<file path="config.mk">
export PLATFORM = sky130hd
export DESIGN_NAME = serial_rx_path
export DESIGN_NICKNAME = d
export VERILOG_FILES = /design/src/rtl/srx_pkg.sv /design/src/rtl/srx_sync.sv /design/src/rtl/srx_deframer.sv /design/src/rtl/srx_fifo.sv /design/src/rtl/serial_rx_path.sv
export SDC_FILE = /design/constraint.sdc
export NUM_CORES = 1
export LEC_CHECK = 0
export BUFFER_PORTS_ARGS = -buffer_cell sky130_fd_sc_hd__clkbuf_2
export CORE_AREA = 4 4 119 150
export CTS_CLUSTER_DIAMETER = 30
export DETAILED_ROUTE_END_ITERATION = 10
export DIE_AREA = 0 0 123 154
export PLACE_DENSITY = 0.79
export SLEW_MARGIN = 10
export SYNTH_ARGS = -nofsm -noshare
export SYNTH_HDL_FRONTEND = slang
export SYNTH_SLANG_ARGS = --single-unit
</file>
<file path="constraint.sdc">
create_clock -name clk -period 2.6 [get_ports clk]
set_clock_uncertainty 0.2 [all_clocks]
set_input_delay 0.39 -clock clk [delete_from_list [all_inputs] [get_ports clk]]
set_output_delay 0.39 -clock clk [all_outputs]
set_load 0.02 [all_outputs]
</file>
<file path="src/rtl/srx_pkg.sv">
`timescale 1ns/1ps
package srx_pkg;
  localparam int BYTE_W = 8;

  typedef enum logic [2:0] {
    S_HUNT,
    S_START,
    S_DATA,
    S_PAR,
    S_STOP,
    S_WAIT
  } rx_state_e;

  typedef struct packed {
    logic              fe;
    logic              pe;
    logic [BYTE_W-1:0] data;
  } rx_word_t;

  localparam int WORD_W = $bits(rx_word_t);
endpackage

</file>
<file path="src/rtl/srx_sync.sv">
`timescale 1ns/1ps
module srx_sync #(
  parameter int STAGES = 2
) (
  input  logic clk,
  input  logic rst,
  input  logic d_in,
  output logic d_out
);
  logic [STAGES-1:0] chain;

  always_ff @(posedge clk) begin
    if (rst) chain <= '1;
    else     chain <= {chain[STAGES-2:0], d_in};
  end

  assign d_out = chain[STAGES-1];
endmodule

</file>
<file path="src/rtl/srx_deframer.sv">
`timescale 1ns/1ps
module srx_deframer
  import srx_pkg::*;
(
  input  logic     clk,
  input  logic     rst,
  input  logic     tick,
  input  logic     rx,
  input  logic [1:0] cfg_len,
  input  logic     cfg_par_on,
  input  logic     cfg_par_even,
  output logic     word_valid,
  output rx_word_t word
);
  localparam logic [3:0] HALF_LAST = 4'd7;
  localparam logic [3:0] FULL_LAST = 4'd15;

  rx_state_e         state;
  logic [3:0]        sub_cnt;
  logic [2:0]        bit_idx;
  logic [BYTE_W-1:0] shreg;
  logic              par_bad;
  logic [2:0]        last_idx;

  assign last_idx = {1'b1, cfg_len};

  always_ff @(posedge clk) begin
    if (rst) begin
      state      <= S_HUNT;
      sub_cnt    <= '0;
      bit_idx    <= '0;
      shreg      <= '0;
      par_bad    <= 1'b0;
      word_valid <= 1'b0;
      word       <= '0;
    end else begin
      word_valid <= 1'b0;
      case (state)
        S_HUNT: begin
          sub_cnt <= '0;
          if (tick && !rx) state <= S_START;
        end
        S_START: if (tick) begin
          if (sub_cnt == HALF_LAST) begin
            sub_cnt <= '0;
            if (rx) begin
              state <= S_HUNT;
            end else begin
              state   <= S_DATA;
              bit_idx <= '0;
              shreg   <= '0;
              par_bad <= 1'b0;
            end
          end else begin
            sub_cnt <= sub_cnt + 4'd1;
          end
        end
        S_DATA: if (tick) begin
          if (sub_cnt == FULL_LAST) begin
            sub_cnt        <= '0;
            shreg[bit_idx] <= rx;
            if (bit_idx == last_idx) state <= cfg_par_on ? S_PAR : S_STOP;
            else                     bit_idx <= bit_idx + 3'd1;
          end else begin
            sub_cnt <= sub_cnt + 4'd1;
          end
        end
        S_PAR: if (tick) begin
          if (sub_cnt == FULL_LAST) begin
            sub_cnt <= '0;
            par_bad <= (^shreg) ^ rx ^ ~cfg_par_even;
            state   <= S_STOP;
          end else begin
            sub_cnt <= sub_cnt + 4'd1;
          end
        end
        S_STOP: if (tick) begin
          if (sub_cnt == FULL_LAST) begin
            sub_cnt    <= '0;
            word_valid <= 1'b1;
            word.fe    <= ~rx;
            word.pe    <= par_bad;
            word.data  <= shreg;
            state      <= rx ? S_HUNT : S_WAIT;
          end else begin
            sub_cnt <= sub_cnt + 4'd1;
          end
        end
        S_WAIT: if (rx) state <= S_HUNT;
        default: state <= S_HUNT;
      endcase
    end
  end

  // a start that is high again at the half-bit check is dropped
  p_glitch_reject_r2: assert property (@(posedge clk) disable iff (rst)
    (state == S_START && tick && sub_cnt == HALF_LAST && rx) |=> (state == S_HUNT && !word_valid));

  // a low stop bit flags the word and parks the receiver until idle
  p_stop_low_r5: assert property (@(posedge clk) disable iff (rst)
    (state == S_STOP && tick && sub_cnt == FULL_LAST && !rx) |=> (state == S_WAIT && word_valid && word.fe));
endmodule

</file>
<file path="src/rtl/srx_fifo.sv">
`timescale 1ns/1ps
module srx_fifo #(
  parameter int W     = 10,
  parameter int DEPTH = 16,
  localparam int AW   = $clog2(DEPTH),
  localparam int CW   = AW + 1
) (
  input  logic         clk,
  input  logic         rst,
  input  logic         wr_en,
  input  logic [W-1:0] wr_data,
  input  logic         rd_en,
  output logic [W-1:0] head,
  output logic [CW-1:0] count,
  output logic         full,
  output logic         empty
);
  logic [W-1:0]  mem [DEPTH];
  logic [AW-1:0] wptr, rptr;
  logic          do_wr, do_rd;

  assign do_wr = wr_en && !full;
  assign do_rd = rd_en && !empty;

  always_ff @(posedge clk) begin
    if (do_wr) mem[wptr] <= wr_data;
  end

  always_ff @(posedge clk) begin
    if (rst) begin
      wptr  <= '0;
      rptr  <= '0;
      count <= '0;
      full  <= 1'b0;
      empty <= 1'b1;
    end else begin
      if (do_wr) wptr <= wptr + 1'b1;
      if (do_rd) rptr <= rptr + 1'b1;
      if (do_wr && !do_rd) begin
        count <= count + 1'b1;
        empty <= 1'b0;
        full  <= (count == CW'(DEPTH - 1));
      end else if (do_rd && !do_wr) begin
        count <= count - 1'b1;
        full  <= 1'b0;
        empty <= (count == CW'(1));
      end
    end
  end

  assign head = mem[rptr];

  // occupancy never exceeds the depth
  p_count_bound_r6: assert property (@(posedge clk) disable iff (rst)
    count <= CW'(DEPTH));

  // a write into a full queue without a pop leaves occupancy unchanged
  p_full_hold_r7: assert property (@(posedge clk) disable iff (rst)
    (wr_en && full && !rd_en) |=> $stable(count));
endmodule

</file>
<file path="src/rtl/serial_rx_path.sv">
`timescale 1ns/1ps
module serial_rx_path
  import srx_pkg::*;
#(
  parameter int FIFO_DEPTH  = 16,
  parameter int SYNC_STAGES = 2,
  localparam int CNT_W      = $clog2(FIFO_DEPTH) + 1
) (
  input  logic             clk,
  input  logic             rst,
  input  logic             tick16,
  input  logic             rx_line,
  input  logic [1:0]       cfg_len,
  input  logic             cfg_par_on,
  input  logic             cfg_par_even,
  input  logic             rd_pop,
  input  logic             lsr_read,
  output logic [BYTE_W-1:0] rd_byte,
  output logic             data_ready,
  output logic [CNT_W-1:0] rx_count,
  output logic             err_parity,
  output logic             err_frame,
  output logic             err_overrun
);
  logic     rx_s;
  logic     word_valid;
  rx_word_t word;
  rx_word_t head;
  logic     q_full, q_empty;

  srx_sync #(.STAGES(SYNC_STAGES)) u_sync (
    .clk(clk), .rst(rst), .d_in(rx_line), .d_out(rx_s)
  );

  srx_deframer u_deframer (
    .clk(clk), .rst(rst), .tick(tick16), .rx(rx_s),
    .cfg_len(cfg_len), .cfg_par_on(cfg_par_on), .cfg_par_even(cfg_par_even),
    .word_valid(word_valid), .word(word)
  );

  srx_fifo #(.W(WORD_W), .DEPTH(FIFO_DEPTH)) u_fifo (
    .clk(clk), .rst(rst),
    .wr_en(word_valid), .wr_data(word),
    .rd_en(rd_pop), .head(head),
    .count(rx_count), .full(q_full), .empty(q_empty)
  );

  always_ff @(posedge clk) begin
    if (rst)                     err_overrun <= 1'b0;
    else if (word_valid && q_full) err_overrun <= 1'b1;
    else if (lsr_read)           err_overrun <= 1'b0;
  end

  assign data_ready = ~q_empty;
  assign rd_byte    = q_empty ? '0 : head.data;
  assign err_parity = ~q_empty & head.pe;
  assign err_frame  = ~q_empty & head.fe;

  // ready flag and occupancy agree
  p_ready_count_r9: assert property (@(posedge clk) disable iff (rst)
    data_ready == (rx_count != '0));

  // a word landing on a full queue raises overrun
  p_overrun_set_r7: assert property (@(posedge clk) disable iff (rst)
    (word_valid && q_full) |=> err_overrun);
endmodule

</file>
After elaboration in Yosys (flattened, before gate mapping)
Memories as Yosys holds them, arrays and structs flattened. A register that Yosys moved wholly into a read port is not among the register bits.
Cells that the tools add are included.

storage, ports and cells
  memory bits (writable) = 160
  output and inout bits = 17
  memories kept = 1
  logic and storage cells = 141
  input bits = 10
  bits in registers = 48

cells by class
  muxes and demuxes = 56
  reductions and logical operators = 27
  magnitude comparators = 2
  bitwise operators = 9
  equality and inequality tests = 24
  $add $sub $neg = 6

memories
  memory      depth  bits a word  rd ports  clocked after memory_dff  wr ports  RTL line        text
  u_fifo.mem  16     10           1         1                         1         srx_fifo.sv:18  logic [W-1:0] mem [DEPTH];

operator list
  cell                                                   count
  two-way mux 3 bit                                      19
  two-way mux 8 bit                                      6
  two-way mux 4 bit                                      6
  case mux 3 bit (6 select lines)                        1
  case mux 8 bit (2 select lines)                        1
  two-way mux 1 bit                                      15
  inequality test 2 x 1 -> 1 bit, second input constant  7
  inequality test 2 bit, second input constant           7
  adder 4 x 1 -> 4 bit, second input constant            3
  case mux 4 bit (3 select lines)                        1
  AND reduction 6 bit                                    2
  AND reduction 11 bit                                   1
  two-way mux 5 bit                                      2
  bitwise mux 8 bit                                      1
  nonzero test 2 bit                                     4
  XOR reduction 8 bit                                    1
  logical AND 1 bit                                      7
  AND reduction 7 bit                                    1
  == test 3 x 2 -> 1 bit, second input constant          2
  == test 3 bit, second input constant                   2
  case mux 3 bit (2 select lines)                        1
  AND reduction 3 bit                                    2
  OR reduction 3 bit                                     2
  adder 5 x 1 -> 5 bit, second input constant            1
  19 further kinds                                       29

Longest topological paths before layout
  depth in word-level cells = 8
  gate-level depth with buffers = 8
  mapped depth without buffers = 7

By module
Synthesis repeated with hierarchy kept, for this count alone.

unflattened totals
  cell total of the unflattened synthesis = 590
  area total of the unflattened synthesis = 8951.1 um2

modules (own cells, without submodules)
  module          cells an instance  instances  sequential area each (um2)  area an instance (um2)
  srx_fifo        363                1          5185.0                      7030.5
  srx_deframer    207                1          600.6                       1720.4
  serial_rx_path  16                 1          20.0                        147.6
  srx_sync        4                  1          40.0                        52.6

Least setup slack after synthesis
Ideal clock, no wire load.

  kind = register to output
  from = reg with a tool-made name
  to = out err_frame
  path slack = 0.233 ns
  data required time = 2.010 ns
  path buffers = 2
  stages on the path, launching flop included = 6
  arrival = 1.777 ns
  path through = dfxtp_1 -> buf_6 -> buf_6 -> mux4_1 -> mux4_2 -> and2_1

RTL lines
  element    RTL line              text
  to (decl)  serial_rx_path.sv:22  output logic err_frame,

==> run metrics <==
TritonCTS Sinks between 200 and 250; f_max 320.0 MHz; top-count cell post-synth edfxtp_1; Mean Syn Cell Area roughly 16 sq um; routed wire length just over 20000 microns; first-pass GRT wire length approximately 32000 microns; Synth top area share a little over half; flip-flop and latch count after synthesis 212; TNS Setup -4.970 ns; MaxCap Viol Count 0; worst hold margin roughly 0.15 ns; peak supply drop between 0.6 and 0.7 mV; LEAKAGE around 3.5 nW; Cell variety after synth 50; clock share of power 50.5%; Global Route Usage Sum between 20% and 30%; Vias/cell around 6; initial antenna violation count 0; number of global-route vias before repair 5329; # DRC 0; Starting Density a little over half; Clock Tree Buf Depth 3; Primary FF master, synth edfxtp_1; Die W about 120 microns; DR WL/cell roughly 24 microns; largest net degree at the start of global routing slightly above 40; Post-Syn Instances roughly 560; final net count 644; Final period util 120.2%; fillers 1138; via count 5233; crit end category output pin; share of flip-flops with an asynchronous set or reset 0%; post-synthesis sequential area ratio between 60 and 70%; Seq pwr share ~48%; failing checks setup timing; Worst EP arrival 2.53 ns; Comb power frac ~2.0%; CTS tree built; # rows 53; EDFF count, synth 160; Core ar. 16510 sq um; Final Hold Fails 0; Die H 154 microns; pre-CTS setup slack -0.01797 ns; ANT cells 0; Post-Syn Area ~8900 sq um; CTS HTree Levels 1; TritonRoute pass-1 iters 5; Final Non-Filler Cells just under 900; Remaining Overflow, GRT 0; syn nets slightly below 600; Overall Power approximately 0.0076 W; Power Dens Cells 723.1 nW/um^2; worst-margin pin slew between 0.7 and 0.8 ns; final slew viol count 0; share of cells above drive strength 1 28.37%; Slew headroom 53.21%; post-route ant nets 0; Syn-to-layout area delta 18.48%; top cells by area, synth edfxtp_1 (54%), dfxtp_1 (12%), mux4_1 (9.2%), mux4_2 (4.8%), nor2_1 (2.3%); required time of the critical path approximately 2 ns; Final GP Congestion 0.8193; worst-path fanout max 6; Min-Delay Path Class in -> reg; total placed cells including tap cells 800; synth cell count leaders edfxtp_1 (160), nor2_1 (55), dfxtp_1 (52), a21oi_1 (31), mux4_1 (31); final setup fails 10; RSZ-0062 raised after global routing yes; IO Count 27; CTS Buf Count 29; CTS clk-pin slew, worst paths ~0.060 ns; HPWL after DPL 11550 microns; PortBufs 26; synth warn 0; CP startpoint kind flip-flop; top cell type by total area after synthesis edfxtp_1; setup slack after layout -0.5249 ns; P_sw between 0.0015 and 0.002 W; starting DRC count in detailed routing ~420; run status finished with violations; Root Buffer Master clkbuf_16; min Tclk post-route between 3 and 4 ns; Net Sw Frac approximately 23%; Int Power approximately 0.0059 W; Setup Crit Path Kind reg -> out; Clock Latency Late Sink ~0.53 ns; die area 18940 sq um
-- power by group through the flow --
| stage | Combinational (W) | Sequential (W) | Clock [W] |
|---|---|---|---|
| global route | 0.000173 | 0.00362 | 0.00405 |
| finish | 0.000152 | 0.00362 | 0.00384 |
| global placement | 0.000140 | 0.00369 | 0 |
| floorplan | 0.000133 | 0.00368 | 0 |
| CTS | 0.000152 | 0.00362 | 0.00387 |
| detailed placement | 0.000147 | 0.00369 | 0 |
-- cell type report --
type                            instances  area, sq um  area share (%)
Sequential cell                       212         5849           55.54
Multi-Input combinational cell        303         2723           25.85
Clock buffer                           31        733.2           6.961
Timing Repair Buffer                   64        673.1           6.391
Tap cell                              220        275.3           2.613
Clock inverter                         23        234.0           2.221
Inverter                               12        45.04          0.4277
-- routing by layer --
metal | share of wire [%] | routed length (microns) | GRT usage, % | vias to the layer above
met5 | 0 | 0 | 0 | -
li1 | - | - | - | 2284
met3 | 7.5 | 1551 | 4.268 | 49
met1 | 36 | 7453 | 27.68 | 2629
met4 | 3.3 | 673 | 7.441 | 0
met2 | 53 | 10890 | 38.68 | 271
-- cell families after synthesis --
| group | synth area share [%] |
|---|---|
| flops | 65.76 |
| compound gates | 4.785 |
| buf+inv | 2.632 |
| fa+ha+maj | 1.689 |
| xor+xnor | 2.027 |
| simple gates | 7.516 |
| mux | 15.59 |
-- sequential cells by signal, indices dropped and copies added (netlist names), 2 cells and up, named ones only --
name                count
u_deframer.word        10
u_deframer.shreg        8
u_fifo.rptr             4
u_deframer.bit_idx      3
u_sync.chain            2
u_fifo.count            5
u_fifo.mem            160
u_fifo.wptr             4
u_deframer.sub_cnt      4
u_deframer.state        3
-- layout by cell type (no fill, tap or decap), drive strengths merged, types with 5 or more instances in the layout --
cell,count
a21oi,31
mux2i,11
nor3,7
nand3,7
buf,43
and2,11
nand2,19
nor2,55
nand2b,6
nand4,7
o21ai,20
xnor2,12
ha,12
dfxtp,52
xor2,6
inv,21
nor2b,7
a31oi,5
clkbuf,49
clkinv,10
edfxtp,160
mux4,50
-- worst max-delay path: stages (launching register included) --
cell and delay, ns:
dfxtp_4 0.39, buf_12 0.15, buf_12 0.14, mux4_2 0.54
mux4_2 0.50, and2_4 0.18, buf_8 0.12
-- path summary, 6_finish.rpt --
kind	slack (ns)	to	cells after the start	startpoint
worst max-delay path	-0.52	rd_byte[5]	6	flip-flop
worst min register to register	0.22	u_sync.chain[1]$_SDFF_PP1_	1	u_sync.chain[0]$_SDFF_PP1_
worst min-delay path	0.15	u_deframer.sub_cnt[1]$_SDFFE_PP0P_	3	tick16
worst max register to register	0.34	u_deframer.bit_idx[2]$_SDFFE_PP0P_	5	u_deframer.state[1]$_SDFFE_PP0P_
-- per-stage QoR --
stage	cell area, sq um	util (%)
after global routing	10530	63.79
after detailed placement	9335	56.54
final	10530	63.79
after global placement	9335	56.54
after CTS	10460	63.32
after floorplan	8890	-
-- timing repair --
item / CTS / global route
gates cloned: 3 / 2
endpoints found under the setup margin: 10 / 10
resized for setup: 56 / 26
endpoints found under the hold margin: 3 / 0
buffers inserted: 3 / 0
hold buffers: 3 / 0
Note: power is estimated with default switching activity, not from simulation.
